`src/rtl/blk_admit_pkg.sv`:
```
package blk_admit_pkg;

   // Integer ceiling division used for elaboration-time sizing.
   function automatic int unsigned ceil_div(input int unsigned num, input int unsigned den);
      return (num + den - 1) / den;
   endfunction

   // True when the argument is a nonzero power of two.
   function automatic bit is_pow2(input int unsigned v);
      return (v != 0) && ((v & (v - 1)) == 0);
   endfunction

   // Larger of two integers, for sizing comparators.
   function automatic int unsigned imax(input int unsigned a, input int unsigned b);
      return (a > b) ? a : b;
   endfunction

endpackage

```
`src/rtl/blk_demand_calc.sv`:
```
// Converts a block request into its warp count and register reservation.
module blk_demand_calc
   import blk_admit_pkg::*;
#(
   parameter int unsigned TW   = 11,
   parameter int unsigned RW   = 8,
   parameter int unsigned WARP = 32,
   parameter int unsigned WW   = 6,
   parameter int unsigned DW   = 20
) (
   input  logic [TW-1:0] threads,
   input  logic [RW-1:0] regs_per_thread,
   output logic [WW-1:0] warps,
   output logic [DW-1:0] reg_demand
);

   localparam int unsigned LG = (WARP > 1) ? $clog2(WARP) : 1;

   logic [TW:0] padded;

   assign padded = {1'b0, threads} + (TW+1)'(WARP - 1);

   generate
      if (is_pow2(WARP)) begin : g_shift
         logic [TW:0] shifted;
         assign shifted = padded >> LG;
         assign warps   = WW'(shifted);
      end else begin : g_divide
         logic [TW:0] quot;
         assign quot  = padded / (TW+1)'(WARP);
         assign warps = WW'(quot);
      end
   endgenerate

   assign reg_demand = DW'(warps) * DW'(WARP) * DW'(regs_per_thread);

endmodule

```
`src/rtl/blk_slot_pick.sv`:
```
// Finds the lowest-numbered available slot.
module blk_slot_pick #(
   parameter int unsigned NSLOT = 8,
   parameter int unsigned SLW   = 3
) (
   input  logic [NSLOT-1:0] avail,
   output logic             any,
   output logic [SLW-1:0]   idx
);

   always_comb begin
      any = 1'b0;
      idx = '0;
      for (int i = NSLOT - 1; i >= 0; i--) begin
         if (avail[i]) begin
            any = 1'b1;
            idx = SLW'(i);
         end
      end
   end

   // Every slot index should be reachable.
   initial begin
      if ((1 << SLW) < NSLOT) $error("slot index too narrow");
   end

endmodule

```
`src/rtl/blk_slot_table.sv`:
```
// Per-slot record of what each resident block holds.
module blk_slot_table #(
   parameter int unsigned NSLOT = 8,
   parameter int unsigned SLW   = 3,
   parameter int unsigned RFW   = 17,
   parameter int unsigned SW    = 16,
   parameter int unsigned CW    = 4
) (
   input  logic                 clk,
   input  logic                 rst_n,
   input  logic                 alloc,
   input  logic [SLW-1:0]       alloc_slot,
   input  logic [RFW-1:0]       alloc_regs,
   input  logic [SW-1:0]        alloc_smem,
   input  logic [NSLOT-1:0]     done_in,
   output logic [NSLOT-1:0]     resident,
   output logic [NSLOT-1:0]     rel_mask,
   output logic [RFW-1:0]       rel_regs,
   output logic [SW-1:0]        rel_smem,
   output logic [CW-1:0]        rel_cnt,
   output logic [RFW+CW-1:0]    held_regs,
   output logic [SW+CW-1:0]     held_smem
);

   logic [RFW-1:0] slot_regs [NSLOT];
   logic [SW-1:0]  slot_smem [NSLOT];

   assign rel_mask = done_in & resident;

   generate
      for (genvar s = 0; s < NSLOT; s++) begin : g_slot
         logic take;
         assign take = alloc && (alloc_slot == SLW'(s));

         always_ff @(posedge clk) begin
            if (!rst_n) begin
               resident[s]  <= 1'b0;
               slot_regs[s] <= '0;
               slot_smem[s] <= '0;
            end else if (take) begin
               resident[s]  <= 1'b1;
               slot_regs[s] <= alloc_regs;
               slot_smem[s] <= alloc_smem;
            end else if (rel_mask[s]) begin
               resident[s]  <= 1'b0;
               slot_regs[s] <= '0;
               slot_smem[s] <= '0;
            end
         end

         // A pulse on an empty slot must not make it resident.
         p_idle_done_ignored_r8: assert property (@(posedge clk) disable iff (!rst_n)
            (done_in[s] && !resident[s] && !take) |=> !resident[s]);

         // A released slot is empty on the next edge unless it was reallocated.
         p_release_clears_r7: assert property (@(posedge clk) disable iff (!rst_n)
            (rel_mask[s] && !take) |=> !resident[s]);
      end
   endgenerate

   always_comb begin
      rel_regs  = '0;
      rel_smem  = '0;
      rel_cnt   = '0;
      held_regs = '0;
      held_smem = '0;
      for (int s = 0; s < NSLOT; s++) begin
         if (rel_mask[s]) begin
            rel_regs = rel_regs + slot_regs[s];
            rel_smem = rel_smem + slot_smem[s];
            rel_cnt  = rel_cnt + CW'(1);
         end
         if (resident[s]) begin
            held_regs = held_regs + (RFW+CW)'(slot_regs[s]);
            held_smem = held_smem + (SW+CW)'(slot_smem[s]);
         end
      end
   end

   // Allocation lands only on an empty slot or one being freed now.
   p_alloc_free_slot_r6: assert property (@(posedge clk) disable iff (!rst_n)
      alloc |-> (!resident[alloc_slot] || rel_mask[alloc_slot]));

endmodule

```
`src/rtl/blk_admit_ctl.sv`:
```
// In-order thread block admission into one multiprocessor.
module blk_admit_ctl
   import blk_admit_pkg::*;
#(
   parameter int unsigned NSLOT       = 8,
   parameter int unsigned MAX_THREADS = 1024,
   parameter int unsigned WARP        = 32,
   parameter int unsigned REGS_MAX    = 255,
   parameter int unsigned REG_FILE    = 65536,
   parameter int unsigned SMEM_BYTES  = 49152,
   localparam int unsigned TW   = $clog2(MAX_THREADS + 1),
   localparam int unsigned RW   = $clog2(REGS_MAX + 1),
   localparam int unsigned SW   = $clog2(SMEM_BYTES + 1),
   localparam int unsigned RFW  = $clog2(REG_FILE + 1),
   localparam int unsigned SLW  = (NSLOT > 1) ? $clog2(NSLOT) : 1,
   localparam int unsigned CW   = $clog2(NSLOT + 1)
) (
   input  logic             clk,
   input  logic             rst_n,
   input  logic             req_valid,
   input  logic [TW-1:0]    req_threads,
   input  logic [RW-1:0]    req_regs,
   input  logic [SW-1:0]    req_smem,
   input  logic [NSLOT-1:0] blk_done,
   output logic             launch_valid,
   output logic [SLW-1:0]   launch_slot,
   output logic [CW-1:0]    free_slots,
   output logic [RFW-1:0]   free_regs,
   output logic [SW-1:0]    free_smem
);

   localparam int unsigned MAXW = ceil_div(MAX_THREADS, WARP);
   localparam int unsigned WW   = $clog2(MAXW + 1);
   localparam int unsigned LGW  = (WARP > 1) ? $clog2(WARP) : 1;
   localparam int unsigned DW   = WW + LGW + RW + 1;
   localparam int unsigned CMPW = imax(DW, RFW + 1);

   // Elaboration-time parameter checks.
   generate
      if (NSLOT < 2)          begin : g_bad_nslot $error("NSLOT must be at least 2"); end
      if (WARP < 1)           begin : g_bad_warp  $error("WARP must be nonzero"); end
      if (MAX_THREADS < WARP) begin : g_bad_thr   $error("MAX_THREADS below one warp"); end
      if (REG_FILE < WARP)    begin : g_bad_rf    $error("register file below one warp"); end
      if (SMEM_BYTES < 1)     begin : g_bad_smem  $error("SMEM_BYTES must be nonzero"); end
   endgenerate

   logic [WW-1:0]          warps;
   logic [DW-1:0]          reg_demand;
   logic [NSLOT-1:0]       resident;
   logic [NSLOT-1:0]       rel_mask;
   logic [RFW-1:0]         rel_regs;
   logic [SW-1:0]          rel_smem;
   logic [CW-1:0]          rel_cnt;
   logic [RFW+CW-1:0]      held_regs;
   logic [SW+CW-1:0]       held_smem;
   logic                   slot_any;
   logic [SLW-1:0]         slot_idx;
   logic [CMPW-1:0]        avail_regs;
   logic [CMPW-1:0]        demand_ext;
   logic [SW:0]            avail_smem;
   logic                   regs_fit;
   logic                   smem_fit;
   logic                   grant;
   logic [CMPW-1:0]        regs_after;
   logic [SW:0]            smem_after;

   blk_demand_calc #(
      .TW(TW), .RW(RW), .WARP(WARP), .WW(WW), .DW(DW)
   ) u_demand (
      .threads         (req_threads),
      .regs_per_thread (req_regs),
      .warps           (warps),
      .reg_demand      (reg_demand)
   );

   blk_slot_table #(
      .NSLOT(NSLOT), .SLW(SLW), .RFW(RFW), .SW(SW), .CW(CW)
   ) u_table (
      .clk        (clk),
      .rst_n      (rst_n),
      .alloc      (grant),
      .alloc_slot (slot_idx),
      .alloc_regs (RFW'(reg_demand)),
      .alloc_smem (req_smem),
      .done_in    (blk_done),
      .resident   (resident),
      .rel_mask   (rel_mask),
      .rel_regs   (rel_regs),
      .rel_smem   (rel_smem),
      .rel_cnt    (rel_cnt),
      .held_regs  (held_regs),
      .held_smem  (held_smem)
   );

   blk_slot_pick #(
      .NSLOT(NSLOT), .SLW(SLW)
   ) u_pick (
      .avail (~resident | rel_mask),
      .any   (slot_any),
      .idx   (slot_idx)
   );

   // Freed resources count before the fit check.
   assign avail_regs = CMPW'(free_regs) + CMPW'(rel_regs);
   assign demand_ext = CMPW'(reg_demand);
   assign avail_smem = {1'b0, free_smem} + {1'b0, rel_smem};
   assign regs_fit   = (demand_ext <= avail_regs);
   assign smem_fit   = ({1'b0, req_smem} <= avail_smem);
   assign grant      = req_valid && slot_any && regs_fit && smem_fit;

   assign regs_after = avail_regs - (grant ? demand_ext : '0);
   assign smem_after = avail_smem - (grant ? {1'b0, req_smem} : '0);

   assign launch_valid = grant;
   assign launch_slot  = slot_idx;

   always_ff @(posedge clk) begin
      if (!rst_n) begin
         free_slots <= CW'(NSLOT);
         free_regs  <= RFW'(REG_FILE);
         free_smem  <= SW'(SMEM_BYTES);
      end else begin
         free_slots <= free_slots + rel_cnt - CW'(grant);
         free_regs  <= RFW'(regs_after);
         free_smem  <= SW'(smem_after);
      end
   end

   // Counters and per-slot holdings always add up to the capacity.
   p_slots_conserved_r3: assert property (@(posedge clk) disable iff (!rst_n)
      (32'(free_slots) + 32'($countones(resident))) == NSLOT);

   p_regs_conserved_r7: assert property (@(posedge clk) disable iff (!rst_n)
      ((RFW+CW+1)'(free_regs) + (RFW+CW+1)'(held_regs)) == (RFW+CW+1)'(REG_FILE));

   p_smem_conserved_r5: assert property (@(posedge clk) disable iff (!rst_n)
      ((SW+CW+1)'(free_smem) + (SW+CW+1)'(held_smem)) == (SW+CW+1)'(SMEM_BYTES));

   p_regs_bounded_r4: assert property (@(posedge clk) disable iff (!rst_n)
      32'(free_regs) <= REG_FILE);

   p_grant_needs_req_r10: assert property (@(posedge clk) disable iff (!rst_n)
      launch_valid |-> req_valid);

   // A grant lowers the register counter by the block's full reservation.
   p_grant_reserves_r2: assert property (@(posedge clk) disable iff (!rst_n)
      (launch_valid && rel_mask == '0) |=>
         (CMPW'(free_regs) + $past(demand_ext)) == CMPW'($past(free_regs)));

endmodule

```
`config.mk`:
```
export PLATFORM = sky130hd
export DESIGN_NAME = blk_admit_ctl
export DESIGN_NICKNAME = d
export VERILOG_FILES = /design/src/rtl/blk_admit_pkg.sv /design/src/rtl/blk_demand_calc.sv /design/src/rtl/blk_slot_pick.sv /design/src/rtl/blk_slot_table.sv /design/src/rtl/blk_admit_ctl.sv
export SDC_FILE = /design/constraint.sdc
export NUM_CORES = 1
export LEC_CHECK = 0
export BUFFER_PORTS_ARGS = -buffer_cell sky130_fd_sc_hd__clkbuf_2
export CORE_MARGIN = 3
export CORE_UTILIZATION = 33
export CTS_CLUSTER_SIZE = 28
export DETAILED_ROUTE_END_ITERATION = 7
export PLACE_DENSITY_LB_ADDON = 0.08
export SYNTH_ARGS = -nofsm -noshare
export SYNTH_HDL_FRONTEND = slang
export SYNTH_SLANG_ARGS = --single-unit
```
`constraint.sdc`:
```
create_clock -name clk -period 31.1 [get_ports clk]
set_clock_uncertainty 0.05 [all_clocks]
set_input_delay 4.665 -clock clk [delete_from_list [all_inputs] [get_ports clk]]
set_output_delay 4.665 -clock clk [all_outputs]
set_load 0.01 [all_outputs]
```
Word level (Yosys, flattened, before mapping)
Memories as Yosys holds them, arrays and structs flattened.
Cells that the tools add are included.

cells by class
  add/subtract/negate cells = 28
  multipliers = 1
  divide/modulo/power cells = 0
  magnitude comparators = 2
  equality and inequality tests = 7
  shift-type cells = 0
  muxes and demuxes = 147
  bitwise logic cells = 35
  reductions and logical operators = 20

operator list
  kind                                                             count
  16-bit two-way mux                                               25
  12-bit two-way mux                                               16
  17-bit two-way mux                                               9
  17-bit adder                                                     7
  16-bit adder                                                     7
  1-bit two-way mux                                                82
  1-bit bitwise OR                                                 32
  4-bit two-way mux                                                7
  4-bit by 1-bit adder with 4-bit output, second input constant    6
  3-bit two-way mux                                                8
  19-bit by 18-bit less-or-equal comparator with 1-bit output      1
  17-bit by 17-bit adder with 18-bit output                        1
  16-bit by 16-bit adder with 17-bit output                        1
  16-bit by 17-bit less-or-equal comparator with 1-bit output      1
  17-bit subtractor                                                1
  2-bit nonzero test                                               8
  16-bit subtractor                                                1
  6-bit by 8-bit multiplier with 14-bit output                     1
  3-bit equality test, second input constant                       4
  11-bit by 5-bit adder with 11-bit output, second input constant  1
  1-bit logical AND                                                11
  8-bit bitwise AND                                                1
  8-bit NOT                                                        1
  8-bit bitwise OR                                                 1
  6 further kinds                                                  7

word-level totals
  bits in registers = 45
  latch bits = 0
  memory bits (writable) = 224
  bits in read-only memories = 0
  logic and storage cells = 253
  memories = 2

memories
  memory             depth  width  rd ports  clocked after Yosys merged registers in  wr ports  line                  text
  u_table.slot_smem  8      16     8         0                                        8         blk_slot_table.sv:26  logic [SW-1:0] slot_smem [NSLOT];
  u_table.slot_regs  8      12     8         0                                        8         blk_slot_table.sv:25  logic [RFW-1:0] slot_regs [NSLOT];

Logic depth before layout (Yosys ltp)
  depth after elaboration = 26
  mapped depth = 80

Cells and area by module
A second synthesis with hierarchy kept.

second synthesis, totals
  cells, all modules = 5238
  area total of the unflattened synthesis = 43138.9 µm²

by module, submodules not included
  module           instances  cells an instance  area an instance (µm²)  seq. area each (µm²)
  blk_slot_table   1          4387               36384.9                 8087.8
  blk_admit_ctl    1          643                5039.8                  740.7
  blk_demand_calc  1          195                1634.1                  0.0
  blk_slot_pick    1          13                 80.1                    0.0

Least setup slack after synthesis
OpenSTA, ideal clock, no wires.

  path kind = in2out
  start point = input port blk_done[0]
  end point = output port launch_valid
  arrival time = 15.951 ns
  data required time = 26.385 ns
  path slack = 10.434 ns
  cell stages on the path = 59
  buffers on the path = 4
  cell sequence = clkbuf_1 and3_1 ha_1 inv_1 fa_1 o22a_1 or3_1 a21oi_1 xor2_1 ha_1 a21o_1 or3_1 nor2_1 nor2_1 xor2_1 mux2_2 ha_1 nand2_1 (+23 left out) nand2_1 xnor2_1 a221o_1 ha_1 inv_1 o21bai_1 a21oi_1 xor2_1 ha_1 a2111oi_0 o21ai_0 a21oi_1 a31oi_1 o31a_1 nor2_2 buf_2 buf_4 buf_2

between the ends
  word-level cells in the longest chain between the ends = 20

ends and longest elaborated chain
  what                                                         line                  text
  start, declared                                              blk_admit_ctl.sv:24   input logic [NSLOT-1:0] blk_done,
  8-bit bitwise AND *                                          blk_slot_table.sv:28  assign rel_mask = done_in & resident;
  17-bit two-way mux                                           blk_slot_table.sv:68  if (rel_mask[s]) begin
  17-bit adder                                                 blk_slot_table.sv:69  rel_regs = rel_regs + slot_regs[s];
  17-bit two-way mux                                           blk_slot_table.sv:68
  17-bit adder                                                 blk_slot_table.sv:69
  17-bit two-way mux                                           blk_slot_table.sv:68
  17-bit adder                                                 blk_slot_table.sv:69
  17-bit two-way mux                                           blk_slot_table.sv:68
  (+4 left out)                                                --
  17-bit adder                                                 blk_slot_table.sv:69
  17-bit two-way mux                                           blk_slot_table.sv:68
  17-bit adder                                                 blk_slot_table.sv:69
  17-bit two-way mux                                           blk_slot_table.sv:68
  17-bit by 17-bit adder with 18-bit output                    blk_admit_ctl.sv:104  assign avail_regs = CMPW'(free_regs) + CMPW'(rel_regs);
  19-bit by 18-bit less-or-equal comparator with 1-bit output  blk_admit_ctl.sv:107  assign regs_fit = (demand_ext <= avail_regs);
  1-bit logical AND                                            blk_admit_ctl.sv:109  assign grant = req_valid && slot_any && regs_fit && smem_fit;
  1-bit logical AND *                                          blk_admit_ctl.sv:109
  end, declared                                                blk_admit_ctl.sv:25   output logic launch_valid,

Every way passes the cells marked *; elsewhere a longest branch is shown, timed or not.

Worst setup path in the final report
Same ends and word-level chain as after synthesis.

==> out/qor.csv <==
stage;metric;value;unit
outcome;status;completed;
cts;Worst-Skew Late Latency;550;ps
sta;final-report setup violation count;0;
power_and_ir_drop;Max VDD drop;0.0673;mV
worst_setup_path;WS Path Type;input port to primary output;
worst_setup_path;CP max stage delay;600;ps
logic_synthesis;synthesized area per cell;8.83;um2
cts;hold buffer count at cts;0;
logic_synthesis;synthesized netlist cell count;2825;
cts;Clk pin slew, worst setup/hold paths;50;ps
drt;met2 WL;31.7;mm
worst_setup_path;crit start category;input port;
cts;buffer levels on the longest clock path;3;
drt;met3 routed WL;2.87;mm
drt;Detailed Route WL;73.2;mm
die;initial core utilization;0.334;
cts;Post-CTS Setup Bufs;0;
drt;Avg WL per Cell;18.8;um
cts;H-tree levels;2;
die;num ports;87;
place;dpl hpwl;57.5;mm
place;placed inst area;26400;um2
die;DIE WIDTH;281;um
worst_setup_path;Worst EP arrival;17360;ps
logic_synthesis;top_reg_cell synth;edfxtp_1;
hold_path;HP Class;flop to flop;
cts;clk sinks;264;
power_and_ir_drop;PD cells;65.6;nW/um2
job;MaxCap Viol Count;0;
cts;post_cts resized;0;
power_and_ir_drop;Leak;12.6;nW
logic_synthesis;Post-Syn Area;24900;um2
global_route;largest net degree at the start of global routing;44;
finish;Nets;3289;
drt;Met1 Routed Length;37.3;mm
global_route;Tot GR Track Use;0.186;
place;Final Wtd Congestion;0.881;
logic_synthesis;Seq cells post-synth;264;
finish;most frequent cells in the layout;ha_1 (305), nor2_1 (271), nand2_1 (242);
drt;DRC;0;
logic_synthesis;EDFF count, synth;224;
sta;worst hold slack;522;ps
worst_setup_path;Top delay family on crit path;compound AO/OA/AOI/OAI gates;
drt;router iterations before antenna repair;5;
worst_setup_path;CP endpoint kind;primary output;
finish;share of layout cells above drive strength 1;0.0821;
drt;ANT nets after route;0;
finish;commonest non-fill, non-tap cell in the layout;ha_1;
cts;CTS tree;done;
sta;RSZ-0062 raised after global routing;false;
worst_setup_path;CP Max Fanout;24;
worst_setup_path;WP buf/inv;4;
die;num rows;100;
die;Die Height;281;um
cts;CTS root buf;clkbuf_16;
drt;number of DRC markers in iteration 0;1266;
drt;top sig layer;met5;
logic_synthesis;top cell type's share of synthesized area;0.270;
sta;total negative slack;0;ps
sta;worst rel slew slack;0.219;
finish;post-route cell area;27700;um2
worst_setup_path;Worst EP required;26390;ps
global_route;global route overflow;0;
sta;final worst path period share;0.710;
drt;Vias/cell;5.14;
logic_synthesis;asr flop ratio synth;0;
sta;Hold Fails Final Rpt;0;
logic_synthesis;yosys warns;0;
place;port bufs;81;
global_route;first-pass GRT wire length;114;mm
sta;shortest period the worst path allows;22080;ps
sta;max-slew violations;0;
logic_synthesis;Netlist cell types;87;
global_route;vias in the first global route;20000;
logic_synthesis;biggest area consumer among synthesized cells;edfxtp_1;
die;die area;78900;um2
worst_setup_path;Worst path slowest cell;o41ai_1;
logic_synthesis;Area contributors post-synth;edfxtp_1 (27%), ha_1 (15%), and2_1 (4.6%);
sta;Worst Tran Pin Value;1170;ps
global_route;initial antenna violation count;1;
finish;Area Overhead vs Synth;11.2;%
worst_setup_path;Most common cell on crit path;ha_1;
drt;Via Count;20000;
die;CORE AREA;74700;um2
cts;TritonCTS Buffers;37;
sta;fmax;45.3;MHz
logic_synthesis;register area share after synthesis;0.302;
[power by group]
part	internal, mW	switching (mW)	total, mW
registers	0.440	0.0300	0.470
logic	0.360	0.535	0.896
clock network	0.277	0.174	0.452
[state kept, by name, indices dropped and copies added, names as in the netlist]
register	cells
u_table.slot_smem	128
free_regs	12
u_table.resident	8
u_table.slot_regs	96
free_smem	16
free_slots	4
[synth_stat cells (all sizes together), types with 12 or more instances]
master  number
nand2b      23
ha         305
and3        39
a211oi      23
inv        232
nand3       29
mux2        45
nor2       272
edfxtp     224
o211ai      26
nor2b       44
buf         23
nor3        67
xor2        64
dfxtp       40
a21o        69
nand2      242
a21boi      32
o21ai      170
mux2i       14
o21bai      16
o31ai       12
a21oi      152
clkbuf      66
a31oi       29
or3         19
and2       186
nand4       19
fa          44
o21a        51
xnor2      120
[logic make-up (layout without fill, tap and decap cells)]
family / Yosys count / count (layout) / synth area share
simple gates: 986 / 986 / 0.194
compound gates: 653 / 653 / 0.168
buf+inv: 321 / 415 / 0.0503
flops: 264 / 264 / 0.302
fa+ha+maj: 350 / 350 / 0.189
other cells: 1 / 8 / 0.000150
mux: 59 / 59 / 0.0259
xor+xnor: 191 / 191 / 0.0709
[routing by layer]
layer | vias up | global-route usage
li1 | 10100 | -
met1 | 9470 | 0.270
met2 | 343 | 0.292
met3 | 74 | 0.0253
met4 | 2 | 0.0421
met5 | - | 0
[worst register-to-register path, delay by kind of cell (launching register included)]
family | cells | cell delay (ps)
buffers and inverters | 3 | 600
adder cells (fa/ha/maj) | 11 | 3550
XOR/XNOR | 6 | 1130
multiplexers | 3 | 950
AO/OA/AOI/OAI | 27 | 5780
flip-flops | 1 | 870
AND/OR/NAND/NOR | 19 | 3540
[per-stage QoR]
stage / setup slack (ps) / total power [mW] / instances / utilization
6_report: 9020 / 1.82 / 3895 / 0.371
5_1_grt: 8000 / 1.97 / 3892 / 0.371
4_1_cts: 9060 / 1.84 / 3892 / 0.371
3_5_place_dp: 9130 / 1.37 / 3824 / 0.354
3_3_place_gp: 9290 / 1.37 / 3824 / 0.354
2_1_floorplan: 10430 / 1.11 / 2829 / -
[final timing paths]
kind / startpoint / to / slack, ps / cells past startpoint
worst max-delay path: blk_done[0] / launch_valid / 9020 / 57
worst min-delay path: u_table.resident[3]$_SDFFE_PN0P_ / u_table.resident[3]$_SDFFE_PN0P_ / 520 / 2
worst max register to register: u_table.resident[0]$_SDFFE_PN0P_ / free_smem[14]$_SDFF_PN1_ / 14530 / 69
worst min register to register: u_table.resident[3]$_SDFFE_PN0P_ / u_table.resident[3]$_SDFFE_PN0P_ / 520 / 2
[cell type report]
class	count	area [um2]
repair buffers	115	661
well taps	969	1210
multi-input cells	2244	16200
clock inverters	19	223
clock buffers	49	1040
fillers	7488	47000
inverters	232	871
diodes	3	7.51
flip-flops and latches	264	7530
(Power assumes the default switching activity.)
